### src/rtl/mrd_pkg.sv
`timescale 1ns/1ps
package mrd_pkg;
  typedef enum logic [2:0] {
    RC_NONE = 3'd0, RC_128 = 3'd1, RC_192 = 3'd2,
    RC_256  = 3'd3, RC_384 = 3'd4, RC_512 = 3'd5
  } ratio_e;

  localparam int unsigned NUM_RATIOS = 5;
  localparam int unsigned MAX_RATIO  = 512;

  function automatic int unsigned nominal_of(ratio_e c);
    case (c)
      RC_128:  return 128;
      RC_192:  return 192;
      RC_256:  return 256;
      RC_384:  return 384;
      RC_512:  return 512;
      default: return 0;
    endcase
  endfunction

  function automatic logic is_high(ratio_e c);
    return (c == RC_128) || (c == RC_192);
  endfunction

  // master cycles per modulator bit: ratio/64 high-rate, ratio/128 base-rate
  function automatic int unsigned mod_div_of(ratio_e c);
    if (c == RC_NONE) return 2;
    return is_high(c) ? nominal_of(c) / 64 : nominal_of(c) / 128;
  endfunction

  function automatic int unsigned interp_div_of(ratio_e c);
    if (c == RC_NONE) return 4;
    return nominal_of(c) / 4;
  endfunction
endpackage

### src/rtl/mrd_edge_sync.sv
`timescale 1ns/1ps
module mrd_edge_sync #(
  parameter int unsigned SYNC_STAGES = 2
) (
  input  logic clk_i,
  input  logic rst_ni,
  input  logic async_i,
  output logic rise_o
);
  logic [SYNC_STAGES:0] sh_q;

  always_ff @(posedge clk_i or negedge rst_ni) begin
    if (!rst_ni) sh_q <= '0;
    else         sh_q <= {sh_q[SYNC_STAGES-1:0], async_i};
  end

  assign rise_o = sh_q[SYNC_STAGES-1] & ~sh_q[SYNC_STAGES];
endmodule

### src/rtl/mrd_period_meas.sv
`timescale 1ns/1ps
module mrd_period_meas #(
  parameter int unsigned LIMIT = 514,
  parameter int unsigned CNT_W = 10
) (
  input  logic             clk_i,
  input  logic             rst_ni,
  input  logic             rise_i,
  output logic             meas_valid_o,
  output logic [CNT_W-1:0] meas_o,
  output logic             timeout_o
);
  localparam logic [CNT_W-1:0] LIM = CNT_W'(LIMIT);

  logic [CNT_W-1:0] pc_q;
  logic             seen_q;

  always_ff @(posedge clk_i or negedge rst_ni) begin
    if (!rst_ni) begin
      pc_q   <= '0;
      seen_q <= 1'b0;
    end else if (rise_i) begin
      pc_q   <= '0;
      seen_q <= 1'b1;
    end else if (pc_q != LIM) begin
      pc_q <= pc_q + 1'b1;
    end
  end

  // first edge only opens the window
  assign meas_valid_o = rise_i & seen_q;
  assign meas_o       = pc_q + 1'b1;
  assign timeout_o    = seen_q & ~rise_i & (pc_q == LIM);
endmodule

### src/rtl/mrd_lock_ctrl.sv
`timescale 1ns/1ps
module mrd_lock_ctrl
  import mrd_pkg::*;
#(
  parameter int unsigned TOL   = 2,
  parameter int unsigned CNT_W = 10
) (
  input  logic             clk_i,
  input  logic             rst_ni,
  input  logic             meas_valid_i,
  input  logic [CNT_W-1:0] meas_i,
  input  logic             timeout_i,
  output logic             lock_o,
  output ratio_e           code_o,
  output logic             err_o
);
  ratio_e cls;
  ratio_e prev_q, code_q;
  logic   lock_q, err_q;

  always_comb begin
    int unsigned m;
    int unsigned nom;
    m   = 32'(meas_i);
    cls = RC_NONE;
    for (int k = 1; k <= int'(NUM_RATIOS); k++) begin
      nom = nominal_of(ratio_e'(3'(k)));
      if ((m + TOL >= nom) && (m <= nom + TOL)) cls = ratio_e'(3'(k));
    end
  end

  always_ff @(posedge clk_i or negedge rst_ni) begin
    if (!rst_ni) begin
      lock_q <= 1'b0;
      err_q  <= 1'b0;
      prev_q <= RC_NONE;
      code_q <= RC_NONE;
    end else if (timeout_i) begin
      lock_q <= 1'b0;
      err_q  <= 1'b1;
      prev_q <= RC_NONE;
    end else if (meas_valid_i) begin
      prev_q <= cls;
      err_q  <= (cls == RC_NONE);
      if (cls != RC_NONE && cls == prev_q) begin
        lock_q <= 1'b1;
        code_q <= cls;
      end else begin
        lock_q <= 1'b0;
      end
    end
  end

  assign lock_o = lock_q;
  assign code_o = code_q;
  assign err_o  = err_q;
endmodule

### src/rtl/mrd_strobe_div.sv
`timescale 1ns/1ps
module mrd_strobe_div #(
  parameter int unsigned W = 8
) (
  input  logic         clk_i,
  input  logic         rst_ni,
  input  logic         clr_i,
  input  logic         en_i,
  input  logic [W-1:0] div_i,
  output logic         ce_o
);
  logic [W-1:0] cnt_q;
  logic         last;

  assign last = (cnt_q == div_i - W'(1));

  always_ff @(posedge clk_i or negedge rst_ni) begin
    if (!rst_ni)          cnt_q <= '0;
    else if (clr_i| last) cnt_q <= '0;
    else                  cnt_q <= cnt_q + 1'b1;
  end

  assign ce_o = en_i & last;
endmodule

### src/rtl/mclk_ratio_detect.sv
`timescale 1ns/1ps
module mclk_ratio_detect
  import mrd_pkg::*;
#(
  parameter int unsigned TOL         = 2,
  parameter int unsigned SYNC_STAGES = 2
) (
  input  logic       clk_i,
  input  logic       rst_ni,
  input  logic       word_clk_i,
  output logic [2:0] ratio_code_o,
  output logic       high_rate_o,
  output logic       lock_o,
  output logic       err_o,
  output logic       mod_ce_o,
  output logic       interp_ce_o
);
  localparam int unsigned LIMIT = MAX_RATIO + TOL;
  localparam int unsigned CNT_W = $clog2(LIMIT + 2);
  localparam int unsigned DIV_W = $clog2(MAX_RATIO / 4 + 1);
  localparam int unsigned NUM_CE = 2;

  logic             rise;
  logic             meas_valid;
  logic [CNT_W-1:0] meas;
  logic             timeout;
  logic             lock;
  ratio_e           code;
  logic             err;
  logic [DIV_W-1:0] div_val [NUM_CE];
  logic [NUM_CE-1:0] ce;

  mrd_edge_sync #(.SYNC_STAGES(SYNC_STAGES)) u_sync (
    .clk_i(clk_i), .rst_ni(rst_ni), .async_i(word_clk_i), .rise_o(rise)
  );

  mrd_period_meas #(.LIMIT(LIMIT), .CNT_W(CNT_W)) u_meas (
    .clk_i(clk_i), .rst_ni(rst_ni), .rise_i(rise),
    .meas_valid_o(meas_valid), .meas_o(meas), .timeout_o(timeout)
  );

  mrd_lock_ctrl #(.TOL(TOL), .CNT_W(CNT_W)) u_lock (
    .clk_i(clk_i), .rst_ni(rst_ni), .meas_valid_i(meas_valid), .meas_i(meas),
    .timeout_i(timeout), .lock_o(lock), .code_o(code), .err_o(err)
  );

  assign div_val[0] = DIV_W'(mod_div_of(code));
  assign div_val[1] = DIV_W'(interp_div_of(code));

  for (genvar g = 0; g < NUM_CE; g++) begin : g_ce
    mrd_strobe_div #(.W(DIV_W)) u_div (
      .clk_i(clk_i), .rst_ni(rst_ni), .clr_i(rise), .en_i(lock),
      .div_i(div_val[g]), .ce_o(ce[g])
    );
  end

  assign ratio_code_o = lock ? code : RC_NONE;
  assign high_rate_o  = lock & is_high(code);
  assign lock_o       = lock;
  assign err_o        = err;
  assign mod_ce_o     = ce[0];
  assign interp_ce_o  = ce[1];
endmodule

### config.mk
export PLATFORM = sky130hd
export DESIGN_NAME = mclk_ratio_detect
export DESIGN_NICKNAME = d
export VERILOG_FILES = /design/src/rtl/mrd_pkg.sv /design/src/rtl/mrd_edge_sync.sv /design/src/rtl/mrd_period_meas.sv /design/src/rtl/mrd_lock_ctrl.sv /design/src/rtl/mrd_strobe_div.sv /design/src/rtl/mclk_ratio_detect.sv
export SDC_FILE = /design/constraint.sdc
export NUM_CORES = 1
export LEC_CHECK = 0
export CORE_ASPECT_RATIO = 2
export CORE_MARGIN = 5
export CORE_UTILIZATION = 60
export CTS_BUF_LIST = sky130_fd_sc_hd__clkbuf_8
export CTS_CLUSTER_DIAMETER = 100
export DETAILED_ROUTE_END_ITERATION = 12
export PLACE_DENSITY = 0.79
export REMOVE_ABC_BUFFERS = 1
export SLEW_MARGIN = 30
export SYNTH_ARGS = -nofsm -noshare
export SYNTH_HDL_FRONTEND = slang
export SYNTH_SLANG_ARGS = --single-unit
### constraint.sdc
create_clock -name clk_i -period 3.75 [get_ports clk_i]
set_input_delay 0.5625 -clock clk_i [delete_from_list [all_inputs] [get_ports clk_i]]
set_output_delay 0.5625 -clock clk_i [all_outputs]
set_load 0.005 [all_outputs]
After elaboration in Yosys (flattened, before gate mapping)
Cells that the tools add are included.
{"block": "word_totals", "in_bits": 3, "wordCells": 84, "ff_bits": 38}
{"block": "op_classes", "n_addsub": 6, "mux": 24, "bitwise_logic": 12, "n_reduce_logical": 13, "n_lt_le_gt_ge": 10, "eq_ne": 10}
{"cell": "$ge A32 B9 Y1 const B", "n": 2}
{"cell": "$pmux W10 S5", "n": 1}
{"cell": "$ge A32 B10 Y1 const B", "n": 1}
{"cell": "$ge A32 B8 Y1 const B", "n": 1}
{"cell": "$mux W8", "n": 4}
{"cell": "$mux W3", "n": 8}
{"cell": "$le A10 B8 Y1 const B", "n": 2}
{"cell": "$le A10 B9 Y1 const B", "n": 2}
{"cell": "$mux W10", "n": 2}
{"cell": "$add A8 B1 Y8 const B", "n": 2}
{"cell": "$eq A8 B8 Y1", "n": 2}
{"cell": "$sub A8 B1 Y8 const B", "n": 2}
{"cell": "$add A10 B2 Y11 const B", "n": 1}
{"cell": "$ge A11 B8 Y1 const B", "n": 1}
{"cell": "$add A10 B1 Y10 const B", "n": 1}
{"cell": "$eq A10 B10 Y1 const B", "n": 1}
{"cell": "$le A10 B10 Y1 const B", "n": 1}
{"cell": "$ne A10 B10 Y1 const B", "n": 1}
{"cell": "$and A1 B1 Y1", "n": 7}
{"cell": "$mux W1", "n": 7}
{"cell": "$eq A3 B2 Y1 const B", "n": 2}
{"cell": "$eq A3 B3 Y1 const B", "n": 2}
{"cell": "$logic_and A1 B1 Y1", "n": 6}
{"cell": "$logic_not A3 Y1", "n": 2}
{"cell": "other kinds (10)", "n": 14}

Logic depth before layout (Yosys ltp)
{"block": "logic_depth", "word_depth": 14, "ltp_mapped": 14}

Modules after synthesis
A second synthesis with hierarchy kept.
{"block": "hier_totals", "cells_unflattened": 311, "area_unflattened_um2": 3001.6}
{"module": "mrd_strobe_div", "cells_per_inst": 70, "area_per_inst_um2": 699.4, "seq_area_each_um2": 200.2, "instances": 2}
{"module": "mrd_lock_ctrl", "cells_per_inst": 77, "area_per_inst_um2": 734.5, "seq_area_each_um2": 200.2, "instances": 1}
{"module": "mrd_period_meas", "cells_per_inst": 67, "area_per_inst_um2": 625.6, "seq_area_each_um2": 275.3, "instances": 1}
{"module": "mclk_ratio_detect", "cells_per_inst": 23, "area_per_inst_um2": 153.9, "seq_area_each_um2": 0.0, "instances": 1}
{"module": "mrd_edge_sync", "cells_per_inst": 4, "area_per_inst_um2": 88.8, "seq_area_each_um2": 75.1, "instances": 1}

Worst setup path after synthesis
OpenSTA, ideal clock, no wires.
{"block": "synth_timing", "path_type": "register -> register", "startpoint": "reg u_meas.pc_q[1]", "endpoint": "reg u_lock.code_q[1] (netlist: u_lock.code_o[1])", "required_time_ns": 3.622, "path_stages_with_launch": 12, "period_less_slack_ns": 3.111, "t_arrival_ns": 2.984, "slack_ns": 0.639, "cell_sequence": "dfrtp_1 ha_1 buf_2 xor2_1 ha_1 nor4b_1 a21oi_1 a2111o_1 nor4_1 a21oi_1 a32oi_4 mux2_1"}
{"block": "synth_between", "elab_chain_len": 12}
{"element": "from (decl)", "line_no": "mrd_period_meas.sv:15", "source": "logic [CNT_W-1:0] pc_q;"}
{"element": "from (signal assigned)", "line_no": "mrd_period_meas.sv:26", "source": "pc_q <= pc_q + 1'b1;"}
{"element": "branches (longest 12 deep; another with $ge A32 B8 Y1)"}
{"element": "to (signal assigned)", "line_no": "mrd_lock_ctrl.sv:47", "source": "code_q <= cls;"}
{"element": "to (decl)", "line_no": "mrd_lock_ctrl.sv:18", "source": "ratio_e prev_q, code_q;"}
Several ways; the timed one is not identified.
A chain may end at the register's enable or synchronous reset.

Worst setup path in the final report
{"block": "layout_timing", "startpoint": "reg u_meas.pc_q[0]", "endpoint": "reg u_lock.code_q[1] (netlist: u_lock.code_o[1])"}
Same word-level chain as after synthesis.

==> Implementation_results.wiki <==
{| class="wikitable"
! Metric !! Value
|-
| Final period util || 94.1%
|-
| Unrepaired setup endpoints after global routing || false
|-
| Share of power burned in the clock network || 25.0%
|-
| Category of cells accounting for the largest share of critical-path delay || multiplexers
|-
| Commonest non-fill, non-tap cells in the layout || nor2_1 (43), dfrtp_1 (38), nand2_1 (24), nand3_1 (20), xor2_1 (16)
|-
| Port-buffer cells || 10
|-
| Run status || completed
|-
| Pwr per Cell Area || 421 mW/mm2
|-
| Layout cell share with drive strength beyond 1 || 6.40%
|-
| Site row count || 33
|-
| Total Routing Usage GR || 20.3%
|-
| Largest stage delay on the critical path || 590 ps
|-
| Buffer depth of the longest clock path || 2
|-
| HPWL Detailed || 4.03 mm
|-
| Predominant post-synthesis flop cell || dfrtp_1
|-
| First-pass DRT Iterations || 4
|-
| Final design utilization || 67.0%
|-
| Number of enable flip-flop cells after synthesis || 0
|-
| Inserted Clock Buffers || 5
|-
| Number of top-level design ports || 11
|-
| Sum of negative setup slack || 0 ps
|-
| Syn-to-layout area delta || 7.94%
|-
| Global-route wire length before repair || 9.23 mm
|-
| Endpoint required time on the critical path || 3920 ps
|-
| Placeable core region || 0.00409 mm2
|-
| Worst slew margin relative to its limit || 45.3%
|-
| Library cell contributing the largest single delay on the critical path || o311ai_1
|-
| F_max || 283 MHz
|-
| Root cell of the clock tree || clkbuf_8
|-
| Syn avg cell area || 8.75 um2
|-
| Horizontal extent of the die || 56.0 um
|-
| Crit path arrival time || 3700 ps
|-
| Final min period || 3530 ps
|-
| Number of antenna violations at the first check in global routing || 0
|-
| Peak supply drop || 370 uV
|-
| Combinational cell fraction of total power || 27.7%
|-
| Layout Nets || 308
|-
| Async set-or-reset flop fraction in the synthesized netlist || 100%
|-
| Bufs and invs on worst path || 2
|-
| Max FO, Critical Path || 9
|-
| Synth warnings || 0
|-
| Sequence of cells on the critical path || ha_2 -> xor2_1 -> inv_1 -> nor2_1 -> inv_1 -> mux2i_1 -> a211oi_1 -> o311ai_1 -> mux2i_1 -> a32oi_4 -> mux2_1
|-
| WS Path Type || register to register
|-
| Clock insertion delay at the later pin of the skew report || 280 ps
|-
| CP startpoint kind || register
|-
| 1st-iter DRT viols || 50
|-
| Post-CTS setup buffer count || 0
|-
| Post-synthesis sequential area ratio || 37.5%
|-
| Die extent in y || 102 um
|-
| Count of nets left with antenna violations after detail routing || 0
|-
| Number of levels in the clock H-tree || 2
|-
| Vias in the first global route || 2111
|-
| GRT overflow || 0
|-
| Number of vias per cell after detailed routing || 6.03
|-
| Post-synthesis cell count || 290
|-
| Sequential power share || 47.3%
|-
| Most frequent standard cell in the layout excluding fill and tap cells || nor2_1
|-
| Final setup skew || 2.30 ps
|-
| Total Die Area || 0.00571 mm2
|-
| Number of register bits inferred by synthesis || 38
|-
| Count of inserted antenna diode cells || 0
|-
| Max Cap Viol || 0
|-
| Clock slew at the register clock pins of the worst setup and hold paths || 70 ps
|-
| Worst Setup End Kind || register
|-
| Switching fraction of total power || 35.8%
|-
| Count of final max-slew check failures || 0
|-
| Maximum number of pins on one net before global-route repair || 39
|-
| Leak || 1.20 nW
|-
| Worst hold path class || register to register
|-
| Area of the mapped netlist || 0.00254 mm2
|-
| Mean routed wirelength per cell || 15.3 um
|-
| Pin slew with the least headroom to its limit || 820 ps
|-
| P_sw || 413 uW
|-
| Unique masters post-synth || 58
|-
| Internal cell power || 739 uW
|-
| DR DRC count || 0
|-
| Count of endpoints failing hold in the final timing report || 0
|-
| Clk sink count || 38
|-
| Clock tree from TritonCTS || done
|-
| Total wire length after detailed routing || 5.33 mm
|-
| Setup violators final || 0
|-
| Effective utilization at floorplan || 62.0%
|-
| Routability cong. || 0.894
|-
| Routed via count || 2106
|}
## what timing repair did
| item | in CTS | in global routing |
|---|---|---|
| gates resized for setup | 0 | 3 |
| setup endpoints to repair | 0 | 2 |
| hold buffers | 0 | 0 |
## layout make-up
type                       count  area, um2
fill                         344       1350
clock inverter                 2       12.5
inverter                      12       45.0
multi-input combinational    229       1490
tap                           52       65.1
sequential                    38        951
clock buffer                   6       82.6
timing repair buffer          10       95.1
## sequential cells by signal, summed over array words and instances (netlist names)
register / cells
u_sync.sh_q: 3
u_lock.err_o: 1
u_lock.lock_o: 1
u_lock.prev_q: 3
g_ce.u_div.cnt_q: 16
u_meas.pc_q: 10
u_meas.seen_q: 1
u_lock.code_o: 3
## power groups by stage
stage / logic (mW) / clock network (mW) / registers [mW]
global placement: 0.306 / 0 / 0.549
CTS: 0.318 / 0.298 / 0.543
finish: 0.319 / 0.287 / 0.544
detailed placement: 0.317 / 0 / 0.550
floorplan: 0.247 / 0 / 0.534
global route: 0.365 / 0.318 / 0.555
## stage by stage
stage / setup WS [ps] / instances / area (um2) / power (mW) / hold slack [ps]
after floorplan: 621 / 279 / 2470 / 0.782 / 267
after global placement: 407 / 341 / 2630 / 0.855 / 334
after detailed placement: 271 / 341 / 2630 / 0.867 / 341
after CTS: 253 / 349 / 2730 / 1.16 / 358
after global routing: 67.9 / 349 / 2740 / 1.24 / 373
final: 219 / 349 / 2740 / 1.15 / 354
## path summary, 6_finish.rpt
| path | cells past startpoint | slack, ps | end | start |
|---|---|---|---|---|
| min | 0 | 350 | u_sync.sh_q[1] | u_sync.sh_q[0] |
| max reg2reg | 11 | 220 | u_lock.code_o[1] | u_meas.pc_q[0] |
| min reg2reg | 0 | 350 | u_sync.sh_q[1] | u_sync.sh_q[0] |
| min in group asynchronous | 1 | 370 | u_meas.pc_q[5] | rst_ni |
| max | 11 | 220 | u_lock.code_o[1] | u_meas.pc_q[0] |
| max in group asynchronous | 1 | 2870 | g_ce[0].u_div.cnt_q[3] | rst_ni |
## Yosys cell counts (all sizes together), types with 2 or more instances
master  instances  area [um2]
nor2           43         161
dfrtp          38         951
nand2          24        90.1
nand3          20         100
xor2           16         140
inv            12        45.0
xnor2          12         105
a21oi          10        50.1
o21ai          10        50.1
ha              9         113
nor3            9        45.0
buf             6        47.5
nand4           6        52.6
or3             6        42.5
a211oi          5        42.5
and2            5        31.3
clkbuf          5        18.8
nor2b           4        25.0
or2             4        25.0
and3            3        18.8
mux2i           3        30.0
nand2b          3        18.8
nor4            3        18.8
a21o            2        15.0
a31oi           2        12.5
a32oi           2        36.3
mux2            2        22.5
nor4b           2        17.5
o211ai          2        15.0
o21a            2        15.0
o22ai           2        12.5
## layer usage
| metal | GRT usage (%) | wire (um) |
|---|---|---|
| met1 | 21.6 | 2020 |
| met2 | 37.1 | 2910 |
| met3 | 2.78 | 156 |
| met4 | 13.0 | 243 |
| met5 | 0 | 0 |
## cells by family after synthesis
family                     share of synthesized area, %
other                                             0.148
xor gates and xnor gates                           9.67
buffers and inverters                              4.39
AOI/OAI and AO/OA                                  14.0
adders and majority gates                          4.44
and+or+nand+nor                                    27.8
muxes                                              2.07
DFF                                                37.5
No activity file was read; power rests on OpenSTA's default activity.
